## src/rtl/ser_pkg.sv

```systemverilog
package ser_pkg;
  // What the shifter does at the next clock edge.
  typedef enum logic [1:0] {
    ACT_HOLD  = 2'd0,
    ACT_DATA  = 2'd1,
    ACT_TRAIN = 2'd2,
    ACT_IDLE  = 2'd3
  } shift_act_e;
endpackage

```

## src/rtl/ser_frame_fmt.sv

```systemverilog
module ser_frame_fmt #(
  parameter int PAY_W = 10
) (
  input  logic [PAY_W-1:0] pay_in,
  input  logic             train,
  output logic [PAY_W+1:0] frame
);
  localparam int HALF = PAY_W / 2;

  logic [PAY_W-1:0] pay_sel;

  // Training payload: lower half ones (sent first), upper half zeros.
  for (genvar i = 0; i < PAY_W; i++) begin : g_bit
    if (i < HALF) begin : g_lo
      assign pay_sel[i] = train | pay_in[i];
    end else begin : g_hi
      assign pay_sel[i] = ~train & pay_in[i];
    end
  end

  // LSB leaves first: start bit, payload, stop bit.
  assign frame = {1'b0, pay_sel, 1'b1};
endmodule

```

## src/rtl/ser_word_ctl.sv

```systemverilog
module ser_word_ctl
  import ser_pkg::*;
(
  input  logic       bit_en,
  input  logic       at_boundary,
  input  logic       pwr_down,
  input  logic       train_req_a,
  input  logic       train_req_b,
  input  logic       word_valid,
  output logic       word_ready,
  output shift_act_e act
);
  logic take_slot;
  logic train_any;

  assign take_slot  = bit_en & at_boundary & ~pwr_down;
  assign train_any  = train_req_a | train_req_b;
  assign word_ready = take_slot & ~train_any;

  always_comb begin
    act = ACT_HOLD;
    if (take_slot) begin
      if (train_any)       act = ACT_TRAIN;
      else if (word_valid) act = ACT_DATA;
      else                 act = ACT_IDLE;
    end
  end
endmodule

```

## src/rtl/ser_bit_shifter.sv

```systemverilog
module ser_bit_shifter
  import ser_pkg::*;
#(
  parameter int FRAME_W = 12
) (
  input  logic               clk,
  input  logic               rst_n,
  input  logic               bit_en,
  input  logic               pwr_down,
  input  shift_act_e         act,
  input  logic [FRAME_W-1:0] frame_in,
  output logic               ser_out,
  output logic               line_idle,
  output logic               at_boundary
);
  localparam int CNT_W = $clog2(FRAME_W);
  localparam logic [CNT_W-1:0] LAST = CNT_W'(FRAME_W - 1);

  logic [FRAME_W-1:0] shreg;
  logic [CNT_W-1:0]   cnt;
  logic               active;

  assign at_boundary = ~active | (cnt == LAST);
  assign ser_out     = active & shreg[0];
  assign line_idle   = ~active;

  always_ff @(posedge clk) begin
    if (!rst_n || pwr_down) begin
      shreg  <= '0;
      cnt    <= '0;
      active <= 1'b0;
    end else begin
      unique case (act)
        ACT_DATA, ACT_TRAIN: begin
          shreg  <= frame_in;
          cnt    <= '0;
          active <= 1'b1;
        end
        ACT_IDLE: begin
          shreg  <= '0;
          cnt    <= '0;
          active <= 1'b0;
        end
        default: begin
          if (bit_en && active) begin
            shreg <= {1'b0, shreg[FRAME_W-1:1]};
            cnt   <= cnt + 1'b1;
          end
        end
      endcase
    end
  end

  assert_pd_quiet_R7: assert property (@(posedge clk) disable iff (!rst_n)
    pwr_down |=> (line_idle && !ser_out));

  assert_hold_between_strobes_R1: assert property (@(posedge clk) disable iff (!rst_n)
    (!bit_en && !pwr_down) |=> $stable(ser_out));

  assert_stop_bit_low_R1: assert property (@(posedge clk) disable iff (!rst_n)
    (active && cnt == LAST) |-> !ser_out);
endmodule

```

## src/rtl/emb_clk_serializer.sv

```systemverilog
module emb_clk_serializer
  import ser_pkg::*;
#(
  parameter int PAY_W = 10
) (
  input  logic             clk,
  input  logic             rst_n,
  input  logic             bit_en,
  input  logic             word_valid,
  output logic             word_ready,
  input  logic [PAY_W-1:0] word_data,
  input  logic             train_req_a,
  input  logic             train_req_b,
  input  logic             pwr_down,
  output logic             ser_out,
  output logic             line_idle
);
  localparam int FRAME_W = PAY_W + 2;

  shift_act_e         act;
  logic               at_boundary;
  logic [FRAME_W-1:0] frame;

  ser_word_ctl u_ctl (
    .bit_en      (bit_en),
    .at_boundary (at_boundary),
    .pwr_down    (pwr_down),
    .train_req_a (train_req_a),
    .train_req_b (train_req_b),
    .word_valid  (word_valid),
    .word_ready  (word_ready),
    .act         (act)
  );

  ser_frame_fmt #(.PAY_W(PAY_W)) u_fmt (
    .pay_in (word_data),
    .train  (act == ACT_TRAIN),
    .frame  (frame)
  );

  ser_bit_shifter #(.FRAME_W(FRAME_W)) u_shift (
    .clk         (clk),
    .rst_n       (rst_n),
    .bit_en      (bit_en),
    .pwr_down    (pwr_down),
    .act         (act),
    .frame_in    (frame),
    .ser_out     (ser_out),
    .line_idle   (line_idle),
    .at_boundary (at_boundary)
  );

  assert_start_bit_after_take_R2: assert property (@(posedge clk) disable iff (!rst_n)
    (word_valid && word_ready) |=> (ser_out && !line_idle));
endmodule

```

## config.mk

```make
export PLATFORM = sky130hd
export DESIGN_NAME = emb_clk_serializer
export DESIGN_NICKNAME = d
export VERILOG_FILES = /design/src/rtl/ser_pkg.sv /design/src/rtl/ser_frame_fmt.sv /design/src/rtl/ser_word_ctl.sv /design/src/rtl/ser_bit_shifter.sv /design/src/rtl/emb_clk_serializer.sv
export SDC_FILE = /design/constraint.sdc
export NUM_CORES = 1
export LEC_CHECK = 0
export ABC_CLOCK_PERIOD_IN_PS = 2150
export BUFFER_PORTS_ARGS = -buffer_cell sky130_fd_sc_hd__clkbuf_2
export CAP_MARGIN = 20
export CORE_MARGIN = 4
export CORE_UTILIZATION = 30
export DETAILED_ROUTE_END_ITERATION = 10
export GPL_ROUTABILITY_DRIVEN = 0
export PLACE_DENSITY = 0.55
export REMOVE_ABC_BUFFERS = 1
export SETUP_SLACK_MARGIN = 0.5
export SYNTH_ARGS = -nofsm -noshare
export SYNTH_HDL_FRONTEND = slang
export SYNTH_SLANG_ARGS = --single-unit
```

## constraint.sdc

```tcl
create_clock -name clk -period 2.15 [get_ports clk]
set_input_delay 0.5375 -clock clk [delete_from_list [all_inputs] [get_ports clk]]
set_output_delay 0.5375 -clock clk [all_outputs]
set_load 0.01 [all_outputs]
```

After elaboration in Yosys (flattened, before gate mapping). Index checks and enable logic that the tools add are counted.

Add/sub/neg operators: 1. Equal/unequal tests: 4. Multiplexer cells: 6. Bitwise operators: 20. Reductions and logical operators: 7.

Operator list (number): $pmux 12 s2 (1); $mux 12 (1); $and 1x1->1 (9); $or 1x1->1 (7); $mux 2 (3); $add 4x1->4 const B (1); $eq 2x2->1 const B (2); $eq 4x4->1 const B (1); $not 1->1 (4); $reduce_or 4->1 (1); $reduce_bool 3->1 (1); $eq 2x1->1 const B (1); $pmux 1 s2 (1); $reduce_bool 2->1 (1); $reduce_or 2->1 (1); $logic_and 1x1->1 (1); $logic_not 1->1 (1); $logic_or 1x1->1 (1).

Flip-flop bits (word level): 17. Bits of input ports: 17. Output and inout port bits: 3. Word-level logic and storage cells: 41.

Longest topological paths before layout.
Depth after elaboration: 9. Gate-level depth with buffers: 11. Mapped depth without buffers: 10.

Cells and area by module. A second synthesis with hierarchy kept.

Cells, all modules: 111. Area, all modules: 1039.7 um2.

By module, submodules not included: ser_bit_shifter (instances 1, cells each 91, area each 890.9 um2, seq. area each 340.3 um2); ser_frame_fmt (instances 1, cells each 14, area each 85.1 um2, seq. area each 0.0 um2); ser_word_ctl (instances 1, cells each 5, area each 50.0 um2, seq. area each 0.0 um2); emb_clk_serializer (instances 1, cells each 1, area each 13.8 um2, seq. area each 0.0 um2).

Worst setup path before layout. No wires, ideal clock.

Kind: input port to flip-flop. From: input port pwr_down. To: register u_shift.shreg[10]. Library setup time: 0.126 ns. Data arrival time: 1.823 ns. Required time: 2.024 ns. Path slack: 0.201 ns. Stages on the path: 8. Buffers on the path: 0. Cell sequence: and2b_1 nand2_1 a21o_1 ha_1 nor2b_1 and3_1 a21oi_2 o22ai_1.

Word-level cells in the longest chain between the ends: 7. Elaborated cells on any way between the ends: 12. Those cells by class: eq/ne: 3; mux: 2; bitwise: 4; reduce/logical: 3.

RTL lines: start: declaration (line emb_clk_serializer.sv:14) `input logic pwr_down,`; $not 1->1 (line ser_word_ctl.sv:16) `assign take_slot = bit_en & at_boundary & ~pwr_down;`; $and 1x1->1 (line ser_word_ctl.sv:16); $mux 2 (line ser_word_ctl.sv:22) `if (take_slot) begin`; $eq 2x2->1 (line ser_bit_shifter.sv:33, emb_clk_serializer.sv:37); $not 1->1 (line ser_frame_fmt.sv:17) `assign pay_sel[i] = ~train & pay_in[i];`; $and 1x1->1 (line ser_frame_fmt.sv:17); $pmux 12 s2 (line ser_bit_shifter.sv:33) `unique case (act)`; end signal: assignment (line ser_bit_shifter.sv:35) `shreg <= frame_in;`; end signal: assignment (line ser_bit_shifter.sv:46) `shreg <= {1'b0, shreg[FRAME_W-1:1]};`; end: declaration (line ser_bit_shifter.sv:19) `logic [FRAME_W-1:0] shreg;`.

Several ways; a longest one is shown, not always the timed one. A chain may end at the register's enable or synchronous reset.

Worst setup path in the final report.
From: register u_shift.cnt[1]. To: register u_shift.shreg[8].

Word-level cells in the longest chain between the ends: 9. Elaborated cells on any way between the ends: 13. Those cells by class: eq/ne: 4; mux: 2; bitwise: 5; reduce/logical: 2.

RTL lines: start: declaration (line ser_bit_shifter.sv:20) `logic [CNT_W-1:0] cnt;`; start signal: assignment (line ser_bit_shifter.sv:47) `cnt <= cnt + 1'b1;`; $eq 4x4->1 * (line ser_bit_shifter.sv:23) `assign at_boundary = ~active | (cnt == LAST);`; $or 1x1->1 * (line ser_bit_shifter.sv:23); $and 1x1->1 * (2 in a row) (line ser_word_ctl.sv:16); $mux 2 * (line ser_word_ctl.sv:22); $eq 2x2->1 (line ser_bit_shifter.sv:33, emb_clk_serializer.sv:37); $not 1->1 (line ser_frame_fmt.sv:17); $and 1x1->1 (line ser_frame_fmt.sv:17); $pmux 12 s2 (line ser_bit_shifter.sv:33).

Every way passes the cells marked *; elsewhere a longest branch is shown, timed or not.

==> impl_metrics.py <==
metrics = {
    "detailed_routing": {
        "drc": 0,
        "ant_nets": 0,
        "viasPerCell": 5.130,
        "dr.first_iter.drc_count": 29,
        "vias": 908,
        "routedWlPerCell_microns": 13.93,
        "dr.pass1.iters": 4,
        "drt-total-wl_microns": 2466,
    },
    "worst_setup_path": {
        "worstSetupStartpointType": "flip-flop",
        "crit_required_ns": 2.34,
        "r2r-end": "u_shift.shreg[8]",
        "arrival_ns": 2.14,
        "worstReg2RegStart": "u_shift.cnt[1]",
        "rr_worst_depth": 10,
        "path_class": "reg2reg",
        "reg2reg_setup_slack_ns": 0.19,
        "cp-end-kind": "flip-flop",
        "worst-path-max-fanout": 5,
    },
    "floorplanning": {
        "row_count": 19,
        "die_w_microns": 61.72,
        "initial_core_util": 0.3140,
        "fp.coreArea_sq_um": 2758,
        "dieArea_sq_um": 3809,
        "dieHeight_microns": 61.72,
        "ios": 20,
    },
    "power": {
        "p_leak_nw": 0.5619,
        "ir_drop_mv": 0.3603,
        "power_density_nw_per_um2": 487.2,
        "p_total_uw": 670.5,
    },
    "timing": {
        "rsz0062_at_grt": "true",
        "maxSlewViolCount": 0,
        "hold_ws_ns": 0.4607,
        "slew-limit-headroom": 0.7757,
        "fin_skew_ns": 0.002780,
        "tightest_slew_ns": 0.3352,
        "setup_viol_count_final": 0,
        "min_period_over_period": 0.9098,
        "period_needed_ns": 1.956,
        "hold_viol_final": 0,
        "fmax_mhz": 511.2,
        "tns_ns": 0,
    },
    "synth": {
        "synth_common_cells": "dfxtp_1, o21ai_0, nand2_1",
        "synth_area_per_cell_sq_um": 8.406,
        "synth-async-reset-ratio": 0,
        "netlist.area_leader.share": 0.3699,
        "synth_area_sq_um": 865.8,
        "synth_ff_type": "dfxtp_1",
        "synth_edf_count": 0,
        "synth_area_leaders": "dfxtp_1, o21ai_0, a311oi_1, ha_1, o22ai_1",
        "synth-seq-area-share": 0.3699,
        "netlist-cell-type-count": 31,
        "ys_warn_count": 0,
        "ys_ff_latch": 16,
        "yosysTopAreaCell": "dfxtp_1",
        "synthCells": 103,
        "post-synth-top-count-cell": "dfxtp_1",
    },
    "final_layout": {
        "area_growth_pct": 58.96,
        "num_antenna_cells": 0,
        "fin_util": 0.4991,
        "drive_gt1_frac": 0.5205,
        "fin_nets": 167,
        "final-instance-count-excl-fill": 177,
    },
    "clocking": {
        "cts_tree": "built",
        "clockRootBuffer": "clkbuf_4",
        "htree_levels": 1,
        "clk_latency_ns": 0.29,
        "cts_hold_buf": 0,
        "cts_sinks": 16,
        "path_clk_slew_ns": 0.10,
        "cts_buffer_depth": 2,
        "cts_buffers": 3,
    },
    "grt": {
        "grt_pass1_wl_microns": 4015,
        "antenna_found_initial": 0,
        "overflow": 0,
        "track_usage": 0.1432,
        "grt_max_degree": 16,
        "grt_pass1_vias": 875,
    },
    "min_path": {
        "min_from": "word_data[2]",
        "hold_depth": 3,
        "hp-class": "in2reg",
        "min_to": "u_shift.shreg[3]",
    },
    "run": {
        "max-cap-violations": 0,
    },
    "placement": {
        "dp.cells": 156,
        "portBuffers": 19,
        "dp_hpwl_microns": 1580,
    },
    "run_status": {
        "status": "finished clean",
    },
}
==> timing repair <==
action / CTS / global route
pin swaps: 16 / 3
setup buffers: 13 / 4
hold endpoints to repair: 0 / 0
setup endpoints to repair: 17 / 18
gates resized for setup: 35 / 8
==> worst max-delay path, stage by stage, from the launching register on <==
cell and delay (ns):
dfxtp_2 0.37, ha_4 0.14, nand3b_1 0.13, nand2_2 0.15
nand2_2 0.07, a21o_1 0.18, ha_4 0.22, nor2b_4 0.12
and3_4 0.18, a21oi_4 0.19, a21oi_1 0.10
==> sequential cells by signal, indices dropped and copies added, names as in the netlist <==
| signal | flops |
|---|---|
| u_shift.shreg | 11 |
| u_shift.active | 1 |
| u_shift.cnt | 4 |
==> placed cells by master (no fill, tap or decap), drive strengths merged, types with 2 or more instances in the layout <==
| cell | netlist | final |
|---|---|---|
| o22ai | 6 | 6 |
| inv | 7 | 7 |
| clkbuf | 1 | 23 |
| o221ai | 4 | 4 |
| dfxtp | 16 | 16 |
| a21oi | 8 | 8 |
| o21a | 4 | 4 |
| ha | 3 | 3 |
| nand3 | 2 | 2 |
| and2 | 3 | 3 |
| xor2 | 2 | 2 |
| nand2 | 11 | 11 |
| buf | 4 | 25 |
| nor2b | 2 | 2 |
| a311oi | 5 | 5 |
| nor2 | 5 | 5 |
| o21ai | 12 | 12 |
==> where the power goes <==
part	internal, mW	switching, mW
Combinational	0.0768	0.0767
Sequential	0.305	0.00808
Clock	0.103	0.100
Total	0.485	0.185
==> kinds of logic after synthesis <==
family / after synthesis / share of synthesized area
AO/OA/AOI/OAI: 40 / 0.3020
XOR/XNOR: 3 / 0.03035
adder cells (fa/ha/maj): 3 / 0.04336
buffers and inverters: 12 / 0.06647
flip-flops: 16 / 0.3699
multiplexers: 1 / 0.01156
AND/OR/NAND/NOR: 28 / 0.1763
==> routing by layer <==
| layer | share of wire | track usage | vias up |
|---|---|---|---|
| li1 | - | - | 458 |
| met5 | 0 | 0 | - |
| met2 | 0.50 | 0.2377 | 18 |
| met1 | 0.44 | 0.1785 | 427 |
| met3 | 0.046 | 0.04132 | 5 |
| met4 | 0.011 | 0.04545 | 0 |
==> final cells by class <==
class                           instances  area, sq um
Clock buffer                            4        36.28
Inverter                                7        26.28
Timing Repair Buffer                   44        320.3
Multi-Input combinational cell         75        630.6
Tap cell                               31        38.79
Sequential cell                        16        324.1
Fill cell                             273         1381
==> stage by stage <==
step	area (sq um)	setup WS (ns)
2_1_floorplan	834.6	0.1222
3_3_place_gp	1028	0.005494
3_5_place_dp	1028	-0.01405
4_1_cts	1314	0.2474
5_1_grt	1376	0.09034
6_report	1376	0.1939
==> worst max-delay path by stage <==
stage,endpoint,cells past startpoint,slack (ns),startpoint
6_report,u_shift.shreg[8],10,0.19,u_shift.cnt[1]
5_1_grt,u_shift.shreg[9],10,0.09,u_shift.cnt[1]
4_1_cts,word_ready,6,0.25,u_shift.cnt[1]
3_5_place_dp,u_shift.shreg[7],9,-0.01,pwr_down
3_3_place_gp,u_shift.shreg[7],9,0.005,pwr_down
2_1_floorplan,u_shift.shreg[10],10,0.12,u_shift.cnt[0]
Note: power is estimated with default switching activity, not from simulation.
